`config.mk`:
```
export PLATFORM = sky130hd
export DESIGN_NAME = swire_rom_layer
export DESIGN_NICKNAME = d
export VERILOG_FILES = /design/src/rtl/swire_rom_pkg.sv /design/src/rtl/swire_rom_decode.sv /design/src/rtl/swire_mem_filter.sv /design/src/rtl/swire_bit_pick.sv /design/src/rtl/swire_rom_layer.sv
export SDC_FILE = /design/constraint.sdc
export NUM_CORES = 1
export LEC_CHECK = 0
export BUFFER_PORTS_ARGS = -buffer_cell sky130_fd_sc_hd__buf_4
export CAP_MARGIN = 5
export CORE_MARGIN = 1
export CORE_UTILIZATION = 43
export DETAILED_ROUTE_END_ITERATION = 8
export GPL_TIMING_DRIVEN = 0
export PLACE_DENSITY = 0.79
export RECOVER_POWER = 100
export SLEW_MARGIN = 20
export SYNTH_ARGS = -nofsm -noshare
export SYNTH_HDL_FRONTEND = slang
export SYNTH_SLANG_ARGS = --single-unit
```
`constraint.sdc`:
```
create_clock -name clk -period 6 [get_ports clk]
set_input_delay 0.3 -clock clk [delete_from_list [all_inputs] [get_ports clk]]
set_output_delay 0.3 -clock clk [all_outputs]
set_load 0.01 [all_outputs]
```
`src/rtl/swire_rom_pkg.sv`:
```
package swire_rom_pkg;

    localparam int CMD_W = 8;

    typedef enum logic [3:0] {
        ST_IDLE,
        ST_ROMCMD,
        ST_READ,
        ST_MATCH,
        ST_S_ID,
        ST_S_CMP,
        ST_S_DIR,
        ST_MEMCMD,
        ST_HANDOFF
    } layer_st_e;

    typedef enum logic [2:0] {
        OP_NONE,
        OP_READ,
        OP_MATCH,
        OP_SEARCH,
        OP_CSEARCH,
        OP_SKIP,
        OP_FSKIP,
        OP_FMATCH
    } rom_op_e;

    localparam logic [CMD_W-1:0] CODE_READ    = 8'h33;
    localparam logic [CMD_W-1:0] CODE_MATCH   = 8'h55;
    localparam logic [CMD_W-1:0] CODE_SEARCH  = 8'hF0;
    localparam logic [CMD_W-1:0] CODE_CSEARCH = 8'hEC;
    localparam logic [CMD_W-1:0] CODE_SKIP    = 8'hCC;
    localparam logic [CMD_W-1:0] CODE_FSKIP   = 8'h3C;
    localparam logic [CMD_W-1:0] CODE_FMATCH  = 8'h69;

    localparam int N_MEM = 7;
    localparam logic [N_MEM-1:0][CMD_W-1:0] MEM_CODES =
        {8'h44, 8'h3C, 8'hA5, 8'hF0, 8'h55, 8'hAA, 8'h0F};

endpackage

```
`src/rtl/swire_rom_decode.sv`:
```
module swire_rom_decode
    import swire_rom_pkg::*;
(
    input  logic [CMD_W-1:0] code,
    output rom_op_e          op
);
    always_comb begin
        unique case (code)
            CODE_READ:    op = OP_READ;
            CODE_MATCH:   op = OP_MATCH;
            CODE_SEARCH:  op = OP_SEARCH;
            CODE_CSEARCH: op = OP_CSEARCH;
            CODE_SKIP:    op = OP_SKIP;
            CODE_FSKIP:   op = OP_FSKIP;
            CODE_FMATCH:  op = OP_FMATCH;
            default:      op = OP_NONE;
        endcase
    end
endmodule

```
`src/rtl/swire_mem_filter.sv`:
```
module swire_mem_filter
    import swire_rom_pkg::*;
(
    input  logic [CMD_W-1:0] code,
    output logic             hit
);
    logic [N_MEM-1:0] eq;

    for (genvar g = 0; g < N_MEM; g++) begin : g_cmp
        assign eq[g] = (code == MEM_CODES[g]);
    end

    assign hit = |eq;
endmodule

```
`src/rtl/swire_bit_pick.sv`:
```
module swire_bit_pick #(
    parameter int W = 64,
    localparam int IW = $clog2(W)
) (
    input  logic [W-1:0]  vec,
    input  logic [IW-1:0] idx,
    output logic          bit_o
);
    assign bit_o = vec[idx];
endmodule

```
`src/rtl/swire_rom_layer.sv`:
```
module swire_rom_layer
    import swire_rom_pkg::*;
#(
    parameter int ID_W = 64
) (
    input  logic             clk,
    input  logic             rst_n,
    input  logic             bus_rst,
    input  logic             bus_rst_std,
    input  logic             slot_stb,
    input  logic             slot_bit,
    input  logic [ID_W-1:0]  dev_id,
    input  logic             alarm,
    output logic             sel,
    output logic             fast_mode,
    output logic             tx_en,
    output logic             tx_bit,
    output logic             mcmd_valid,
    output logic [CMD_W-1:0] mcmd
);
    localparam int CNT_W = $clog2(ID_W);
    localparam logic [CNT_W-1:0] LAST_ID   = CNT_W'(ID_W - 1);
    localparam logic [CNT_W-1:0] LAST_BYTE = CNT_W'(CMD_W - 1);

    typedef struct packed {
        layer_st_e        st;
        logic [CNT_W-1:0] cnt;
        logic [CMD_W-1:0] shreg;
        logic             sel;
        logic             fast;
        logic             mvld;
        logic [CMD_W-1:0] mcmd;
    } layer_regs_t;

    layer_regs_t cur_q, nxt_d;

    logic [CMD_W-1:0] shifted;
    logic             id_bit;
    logic             mem_hit;
    rom_op_e          rom_op;

    assign shifted = {slot_bit, cur_q.shreg[CMD_W-1:1]};

    swire_rom_decode i_dec (
        .code (shifted),
        .op   (rom_op)
    );

    swire_mem_filter i_filt (
        .code (shifted),
        .hit  (mem_hit)
    );

    swire_bit_pick #(.W(ID_W)) i_pick (
        .vec   (dev_id),
        .idx   (cur_q.cnt),
        .bit_o (id_bit)
    );

    always_comb begin
        nxt_d      = cur_q;
        nxt_d.mvld = 1'b0;
        if (bus_rst) begin
            nxt_d.st  = ST_ROMCMD;
            nxt_d.cnt = '0;
            nxt_d.sel = 1'b0;
            if (bus_rst_std) nxt_d.fast = 1'b0;
        end else if (slot_stb) begin
            unique case (cur_q.st)
                ST_ROMCMD: begin
                    nxt_d.shreg = shifted;
                    if (cur_q.cnt == LAST_BYTE) begin
                        nxt_d.cnt = '0;
                        unique case (rom_op)
                            OP_READ:    nxt_d.st = ST_READ;
                            OP_MATCH:   nxt_d.st = ST_MATCH;
                            OP_SEARCH:  nxt_d.st = ST_S_ID;
                            OP_CSEARCH: nxt_d.st = alarm ? ST_S_ID : ST_IDLE;
                            OP_SKIP: begin
                                nxt_d.sel = 1'b1;
                                nxt_d.st  = ST_MEMCMD;
                            end
                            OP_FSKIP: begin
                                nxt_d.fast = 1'b1;
                                nxt_d.sel  = 1'b1;
                                nxt_d.st   = ST_MEMCMD;
                            end
                            OP_FMATCH: begin
                                nxt_d.fast = 1'b1;
                                nxt_d.st   = ST_MATCH;
                            end
                            default:    nxt_d.st = ST_IDLE;
                        endcase
                    end else begin
                        nxt_d.cnt = cur_q.cnt + 1'b1;
                    end
                end
                ST_READ: begin
                    if (cur_q.cnt == LAST_ID) begin
                        nxt_d.cnt = '0;
                        nxt_d.sel = 1'b1;
                        nxt_d.st  = ST_MEMCMD;
                    end else begin
                        nxt_d.cnt = cur_q.cnt + 1'b1;
                    end
                end
                ST_MATCH: begin
                    if (slot_bit != id_bit) begin
                        nxt_d.st = ST_IDLE;
                    end else if (cur_q.cnt == LAST_ID) begin
                        nxt_d.cnt = '0;
                        nxt_d.sel = 1'b1;
                        nxt_d.st  = ST_MEMCMD;
                    end else begin
                        nxt_d.cnt = cur_q.cnt + 1'b1;
                    end
                end
                ST_S_ID:  nxt_d.st = ST_S_CMP;
                ST_S_CMP: nxt_d.st = ST_S_DIR;
                ST_S_DIR: begin
                    if (slot_bit != id_bit) begin
                        nxt_d.st = ST_IDLE;
                    end else if (cur_q.cnt == LAST_ID) begin
                        nxt_d.cnt = '0;
                        nxt_d.sel = 1'b1;
                        nxt_d.st  = ST_MEMCMD;
                    end else begin
                        nxt_d.cnt = cur_q.cnt + 1'b1;
                        nxt_d.st  = ST_S_ID;
                    end
                end
                ST_MEMCMD: begin
                    nxt_d.shreg = shifted;
                    if (cur_q.cnt == LAST_BYTE) begin
                        nxt_d.cnt = '0;
                        if (mem_hit) begin
                            nxt_d.mvld = 1'b1;
                            nxt_d.mcmd = shifted;
                            nxt_d.st   = ST_HANDOFF;
                        end else begin
                            nxt_d.sel = 1'b0;
                            nxt_d.st  = ST_IDLE;
                        end
                    end else begin
                        nxt_d.cnt = cur_q.cnt + 1'b1;
                    end
                end
                default: ;
            endcase
        end
    end

    always_ff @(posedge clk or negedge rst_n) begin
        if (!rst_n) begin
            cur_q <= '{st: ST_IDLE, cnt: '0, shreg: '0, sel: 1'b0,
                       fast: 1'b0, mvld: 1'b0, mcmd: '0};
        end else begin
            cur_q <= nxt_d;
        end
    end

    assign sel        = cur_q.sel;
    assign fast_mode  = cur_q.fast;
    assign mcmd_valid = cur_q.mvld;
    assign mcmd       = cur_q.mcmd;
    assign tx_en      = (cur_q.st == ST_READ) || (cur_q.st == ST_S_ID) ||
                        (cur_q.st == ST_S_CMP);
    assign tx_bit     = (cur_q.st == ST_S_CMP) ? ~id_bit : id_bit;

    AST_STD_RST_CLEARS_FAST: assert property (@(posedge clk) disable iff (!rst_n)
        bus_rst && bus_rst_std |=> !fast_mode);
    AST_FAST_RST_KEEPS_FAST: assert property (@(posedge clk) disable iff (!rst_n)
        bus_rst && !bus_rst_std && fast_mode |=> fast_mode);
    AST_RST_DROPS_SEL: assert property (@(posedge clk) disable iff (!rst_n)
        bus_rst |=> !sel);
    AST_MCMD_WHEN_SEL: assert property (@(posedge clk) disable iff (!rst_n)
        mcmd_valid |-> sel);
    AST_MCMD_ONE_CYCLE: assert property (@(posedge clk) disable iff (!rst_n)
        mcmd_valid |=> !mcmd_valid);
    AST_SEL_AT_SLOT: assert property (@(posedge clk) disable iff (!rst_n)
        $rose(sel) |-> $past(slot_stb));
    AST_FAST_AT_CMD_END: assert property (@(posedge clk) disable iff (!rst_n)
        $rose(fast_mode) |-> $past(slot_stb) && $past(cur_q.st) == ST_ROMCMD);
    AST_SILENT_UNSEL_TX: assert property (@(posedge clk) disable iff (!rst_n)
        tx_en |-> !sel);
endmodule

```
==> results of run 1 <==
-- synth_stat cells (all sizes together), types with 2 or more instances --
master    n  area (um2)
o31ai     3        22.5
or3       5        31.3
a31oi     4        31.3
o41ai     2        17.5
o21ai    12        60.1
clkbuf   12        45.0
nand2b    8        50.1
nor2b     4        25.0
mux2     16         184
nand4b    2        17.5
a221oi    3        32.5
nand2    23        86.3
and3      3        18.8
o21a      2        15.0
o2111ai   3        26.3
nor3      6        30.0
o21bai    2        15.0
o211ai    5        37.5
dfrtp    28         701
or4bb     3        33.8
mux4     13         308
nor2     21        78.8
o22a      2        17.5
nand4     2        12.5
nor4bb    7        70.1
nor4      2        12.5
xnor2     4        53.8
mux2i     9        90.1
inv       8        30.0
nor3b     3        22.5
nand3b    3        22.5
nand3     9        45.0
buf      16         113
a21oi     9        45.0
-- layout make-up --
cell class                 instances  area (um2)  share of cell area
multi-input combinational        207        1650               0.502
sequential                        28         701               0.213
timing repair buffer              83         588               0.179
buffer                            28         155              0.0473
tap                               72        90.1              0.0274
clock buffer                       3        41.3              0.0126
clock inverter                     1        30.0             0.00915
inverter                           8        30.0             0.00915
-- power by group --
part | switching [mW] | internal (mW)
registers | 0.0192 | 0.208
logic | 0.0980 | 0.107
clock network | 0.0670 | 0.0895
-- critical path, cell delays in order (launching register included) --
cell	delay (ns)
dfrtp_1	0.34
clkbuf_1	0.28
clkbuf_1	0.40
mux4_1	0.34
mux2_2	0.29
nand3b_1	0.08
nand4_1	0.14
and2b_1	0.28
xnor2_1	0.55
a221oi_2	0.12
a2111oi_0	0.44
-- kinds of logic after synthesis --
family	count (synthesis)	synth area share
AND/OR/NAND/NOR	107	0.237
adder cells (fa/ha/maj)	1	0.00485
XOR/XNOR	5	0.0242
flip-flops	28	0.271
AO/OA/AOI/OAI	56	0.165
buffers and inverters	36	0.0727
multiplexers	38	0.225
-- through the flow --
step,hold WS (ns),cell area [um2],power [mW],util
after floorplan,0.00441,2580,0.363,-
after global placement,0.240,3290,0.435,0.583
after detailed placement,0.244,3290,0.439,0.583
after CTS,0.301,3370,0.593,0.597
after global routing,0.311,3280,0.617,0.582
final,0.296,3280,0.588,0.582
-- registers in the layout, indices dropped and copies added, names as in the netlist --
signal and cells:
fast_mode 1, mcmd 8, mcmd_valid 1, cur_q 17, sel 1
-- routing by layer --
metal,vias up,global-route usage
li1,1195,-
met1,1206,0.292
met2,119,0.402
met3,10,0.0229
met4,0,0.0800
met5,-,0
-- worst paths after layout --
check | from | endpoint | slack [ns] | cells after the start
worst min-delay path | slot_stb | cur_q[21] | 0.30 | 3
max in group asynchronous | rst_n | cur_q[27] | 4.18 | 2
min in group asynchronous | rst_n | cur_q[18] | 0.93 | 2
worst min register to register | mcmd[5] | mcmd[5] | 0.50 | 1
worst max register to register | cur_q[21] | cur_q[27] | 2.62 | 10
worst max-delay path | cur_q[21] | cur_q[27] | 2.62 | 10
==> metrics.csv, run 1 <==
stage;metric;value;unit
critical_path;crit_fanout;10;
synth;yosysSeqAreaShare;0.271;
finish;drive_gt1_frac;0.318;
synth;synth_seq_cells;28;
timing;hold_violations;0;
route;drc_errors;0;
placed_design;hpwl;5.48;mm
critical_path;worstSetupEndpointType;flip-flop;
placed_design;pre_cts_slack;3.27;ns
finish;area_growth;27.1;%
floorplanning;start_util;0.458;
grt;grt_usage;0.230;
grt;grt_max_degree;29;
clock_tree;clk-insertion-delay-late;0.28;ns
flow_run;maxCapViolations;1;
clock_tree;htreeDepth;1;
route;routed_via_density;5.88;
critical_path;required;6.15;ns
synth;async_flop_share;1.00;
clock_tree;path_clk_slew;0.11;ns
route;drtPass1Iterations;5;
clock_tree;numCtsBuffers;3;
finish;antennaDiodeCount;0;
floorplanning;dieWidth;79.5;um
status;violations;capacitance limit, slew limit;
timing;slew_headroom;-0.0382;
grt;grt_pass1_wl;11.5;mm
synth;yosysUniqueCellTypes;59;
floorplanning;pin_count;84;
finish;layout_common_cells;76 x buf_4, 28 x dfrtp_1, 24 x clkbuf_1, 23 x nand2_1, 21 x nor2_1;
status;status;complete, but fails checks;
clock_tree;clk_path_buf_depth;2;
clock_tree;post_cts_buffers;0;
timing;max_freq;296;MHz
critical_path;cp-start-kind;flip-flop;
timing;rsz0062_at_grt;no;
synth;synthFlopType;dfrtp_1;
floorplanning;die_area;6320;um2
synth;syn_area_per_cell;9.52;um2
power_and_ir_drop;power_density;179;nW/um2
min_path;hold_class;in2reg;
timing;finalSetupViolations;0;
route;num_vias;2530;
timing;finalWorstSetupSlack;2.62;ns
timing;fin_crit_sh;0.563;
route;antenna_left;0;
floorplanning;dieHeight;79.5;um
critical_path;crit_type;reg2reg;
clock_tree;cts_hold_buf;1;
clock_tree;cts_tree;yes;
placed_design;globalplace.congestion;0.893;
grt;first_global_vias;2544;
route;top_layer;met4;
synth;synth-warning-count;0;
finish;nets;431;
floorplanning;rows;27;
clock_tree;post_cts_resized;0;
power_and_ir_drop;p_leak;1.40;nW
grt;antenna_found_initial;0;
clock_tree;cts_sinks;28;
floorplanning;core_area;5640;um2
route;finalWirelength;7.10;mm
route;wl_met3;418;um
route;detail_route.wl_per_cell;16.5;um
power_and_ir_drop;peakVddDrop;0.119;mV
route;wl_met1;2.97;mm
placed_design;dp_cells;425;
finish;fillCellCount;505;
synth;synth_area;2580;um2
route;wl_met2;3.63;mm
synth;synth_edf_count;0;
clock_tree;cts-root-buf;clkbuf_8;
route;dr.first_iter.drc_count;170;
critical_path;worstPathArrival;3.53;ns
timing;fin_worst_skew;0.00307;ns
placed_design;port_buffers;82;
finish;final_cells;430;
grt;grt_remaining_overflow;0;
synth;netlist_instances;271;
timing;finalMaxSlewViolations;29;
timing;tns;0;ns
timing;worstMarginPinSlew;1.56;ns
timing;min_period;3.38;ns
finish;final_common_cell;buf_4;
synth;syn_nets;343;
Note: power is estimated with default switching activity, not from simulation.
==> run 2, diff against run 1 <==
- ABC_AREA: unset -> 1
- PLACE_DENSITY: 0.79 -> 0.82
- clock period: 6 -> 3.1 ns (I/O delays scaled with it)
==> run 2 against run 1 <==
Sequential power rose by 150%. Highest routed layer unchanged. Total power increased to 4.0 times the previous value. Via count up 20%. First-iteration DRC count down 2.9%. Non-clock buffer count decreased by 5. Setup slack lost 2.0 ns. Global-route usage is 0.14 points higher. Clock power grew 90%. The flow still finishes with violations (capacitance limit, slew limit). Largest power group is now combinational logic. Sequential share of layout area shrank 0.54 points. Clock skew is 0.00081 ns lower. Critical path type is now reg2out. Die area is 1.5% higher.
==> metrics.csv, run 2 <==
stage;metric;value;unit;change
route;detail_route.wl_per_cell;11.8;um;was 16.5 um
critical_path;crit_type;reg2out;;was reg2reg
clock_tree;htreeDepth;1;;unchanged
timing;hold_violations;0;;unchanged
synth;synth-warning-count;0;;unchanged
floorplanning;pin_count;84;;unchanged
finish;nets;605;;was 431
synth;synth_top_cell_area_share;0.267;;was 0.271
route;drtPass1Iterations;4;;was 5
finish;drive_gt1_frac;0.211;;was 0.318
synth;synth_edf_count;0;;unchanged
grt;grt_usage;0.231;;was 0.230
critical_path;critPathSlowestCell;dfrtp_1;;was xnor2_1
synth;yosysTopAreaCell;dfrtp_1;;unchanged
finish;layout_common_cells;164 x nand2_1, 81 x buf_4, 63 x inv_1, 49 x nand3_1, 35 x nor2_1;;was 76 x buf_4, 28 x dfrtp_1, 24 x clkbuf_1, 23 x nand2_1, 21 x nor2_1
timing;rsz0062_at_grt;no;;unchanged
floorplanning;rows;28;;was 27
power_and_ir_drop;p_leak;1.90;nW;was 1.40 nW
status;violations;capacitance limit, slew limit;;unchanged
critical_path;worstPathArrival;2.32;ns;was 3.53 ns
critical_path;crit_chain;buf_6 > inv_6 > clkbuf_1 > nand2_1 > nand3_1 > nand2_1 > nor2_1 > nand2_1 > nand3_1 > nand3_2 > nand2_1 > xor2_1 > clkbuf_1;;was clkbuf_1 > clkbuf_1 > mux4_1 > mux2_2 > nand3b_1 > nand4_1 > and2b_1 > xnor2_1 > a221oi_2 > a2111oi_0
clock_tree;post_cts_resized;0;;unchanged
min_path;hold_class;in2reg;;unchanged
floorplanning;core_area;5890;um2;was 5640 um2
clock_tree;cts_sinks;28;;unchanged
floorplanning;start_util;0.445;;was 0.458
synth;synth_seq_cells;28;;unchanged
route;routed_via_density;4.99;;was 5.88
synth;yosysMostFrequentCell;nand2_1;;was dfrtp_1
grt;grt_max_degree;29;;unchanged
critical_path;crit_fanout;10;;unchanged
synth;yosysSeqAreaShare;0.267;;was 0.271
route;finalWirelength;7.18;mm;was 7.10 mm
critical_path;path_common_cell;nand2_1;;was clkbuf_1
floorplanning;dieHeight;80.1;um;was 79.5 um
timing;slew_headroom;-0.0107;;was -0.0382
placed_design;port_buffers;82;;unchanged
timing;tns;0;ns;unchanged
timing;finalMaxSlewViolations;29;;unchanged
power_and_ir_drop;power_density;704;nW/um2;was 179 nW/um2
grt;first_global_vias;2793;;was 2544
grt;antenna_found_initial;0;;unchanged
timing;fin_crit_sh;0.797;;
timing;timing.hold.ws;0.139;ns;was 0.296 ns
timing;min_period;2.47;ns;
synth;async_flop_share;1.00;;unchanged
synth;netlist_instances;445;;was 271
timing;finalSetupViolations;0;;unchanged
clock_tree;numCtsBuffers;3;;unchanged
timing;fin_worst_skew;0.00225;ns;was 0.00307 ns
grt;grt_remaining_overflow;0;;unchanged
synth;syn_nets;517;;was 343
synth;synth_area;2620;um2;was 2580 um2
finish;antennaDiodeCount;0;;unchanged
synth;synthFlopType;dfrtp_1;;unchanged
route;antenna_left;0;;unchanged
critical_path;slowest_delay;0.41;ns;was 0.55 ns
synth;syn_area_per_cell;5.89;um2;was 9.52 um2
route;drc_errors;0;;unchanged
finish;final_common_cell;nand2_1;;was buf_4
power_and_ir_drop;peakVddDrop;0.405;mV;was 0.119 mV
clock_tree;cts-root-buf;clkbuf_8;;unchanged
timing;max_freq;405;MHz;
critical_path;worstSetupEndpointType;primary output;;was flip-flop
synth;yosysUniqueCellTypes;35;;was 59
flow_run;maxCapViolations;1;;unchanged
clock_tree;path_clk_slew;0.10;ns;was 0.11 ns
critical_path;critPathTopFamily;buffers and inverters;;unchanged
clock_tree;clk_path_buf_depth;2;;unchanged
critical_path;worst-path-buf-inv;4;;was 2
critical_path;r2r_slack;0.64;ns;was 2.62 ns
finish;regMostFlops;cur_q;;unchanged
floorplanning;die_area;6410;um2;was 6320 um2
synth;ys_top_cells_by_area;dfrtp_1 27%, nand2_1 23%, nand3_1 9.4%;;was dfrtp_1 27%, mux4_2 7.9%, mux2_2 5.7%
critical_path;required;2.94;ns;was 6.15 ns
route;num_vias;3028;;was 2530
clock_tree;clk-insertion-delay-late;0.28;ns;about the same
critical_path;cp-start-kind;flip-flop;;unchanged
placed_design;hpwl;5.65;mm;was 5.48 mm
finish;fillCellCount;580;;was 505
floorplanning;dieWidth;80.1;um;was 79.5 um
route;dr.first_iter.drc_count;165;;was 170
placed_design;globalplace.congestion;0.903;;was 0.893
synth;synth_common_cells;163 x nand2_1, 63 x inv_1, 49 x nand3_1;;was 28 x dfrtp_1, 23 x nand2_1, 21 x nor2_1
timing;worstMarginPinSlew;1.52;ns;was 1.56 ns
finish;area_growth;28.5;%;was 27.1%
finish;largest_reg_flops;17;;unchanged
grt;grt_pass1_wl;11.9;mm;was 11.5 mm
clock_tree;cts_tree;yes;;unchanged
status;status;complete, but fails checks;;unchanged
run 2: worst reg2reg max path, stage by stage, from the launching register on:
cell and delay [ns]:
dfrtp_1 0.41, buf_6 0.15, inv_6 0.08, clkbuf_1 0.35, nand2_1 0.10, nand3_1 0.08, nand2_1 0.05, nor2_1 0.10
nand2_1 0.09, nand3_1 0.12, nand3_2 0.10, nand3_2 0.06, nand2_1 0.10, nor2_2 0.11, o21ai_2 0.09, nand2_2 0.11
buf_6 0.15, nor2_2 0.04, a21oi_2 0.09
run 2: kinds of logic after synthesis:
| kind of cell | synth area share |
|---|---|
| AND/OR/NAND/NOR | 0.457 |
| flip-flops | 0.267 |
| XOR/XNOR | 0.00669 |
| AO/OA/AOI/OAI | 0.0984 |
| adder cells (fa/ha/maj) | 0.00477 |
| buffers and inverters | 0.166 |
run 2: worst paths after layout:
kind / from / endpoint / depth (start not counted)
min in group asynchronous: rst_n / cur_q[21] / 2
worst min-delay path: bus_rst_std / fast_mode / 4
max in group asynchronous: rst_n / cur_q[26] / 2
worst min register to register: mcmd[5] / mcmd[5] / 2
worst max-delay path: cur_q[19] / tx_bit / 13
worst max register to register: cur_q[19] / cur_q[22] / 18
run 2: layout make-up:
cell class / count / area (um2) / area share
Buffer: 23 / 166 / 0.0494
Timing Repair Buffer: 83 / 592 / 0.176
Multi-Input combinational cell: 326 / 1480 / 0.440
Clock buffer: 3 / 41.3 / 0.0123
Clock inverter: 1 / 30.0 / 0.00892
Sequential cell: 28 / 701 / 0.208
Inverter: 68 / 260 / 0.0773
Tap cell: 75 / 93.8 / 0.0279
run 2: where the power goes:
part | switching [mW] | internal (mW) | total, mW
clock | 0.124 | 0.173 | 0.298
combinational | 0.957 | 0.553 | 1.51
sequential | 0.112 | 0.452 | 0.564
run 2: metrics by stage:
step | util | instance area [um2] | cells | power (mW) | setup WS, ns
after global routing | 0.572 | 3370 | 607 | 2.61 | 0.358
after global placement | 0.566 | 3330 | 602 | 2.08 | 1.01
final | 0.572 | 3370 | 607 | 2.37 | 0.628
after floorplan | - | 2620 | 445 | 1.69 | 1.20
after CTS | 0.580 | 3410 | 607 | 2.41 | 0.916
after detailed placement | 0.566 | 3330 | 602 | 2.11 | 0.961
run 2: layer usage:
metal	vias to the layer above	global-route usage	wire, um
met4	0	0.0679	109
met1	1345	0.291	3210
met2	104	0.409	3380
met5	-	0	0
li1	1570	-	-
met3	9	0.0318	488
run 2: what timing repair did:
action / in CTS / in global routing
hold endpoints to repair: 28 / 0
hold buffers: 1 / 0
setup buffers: 0 / 0
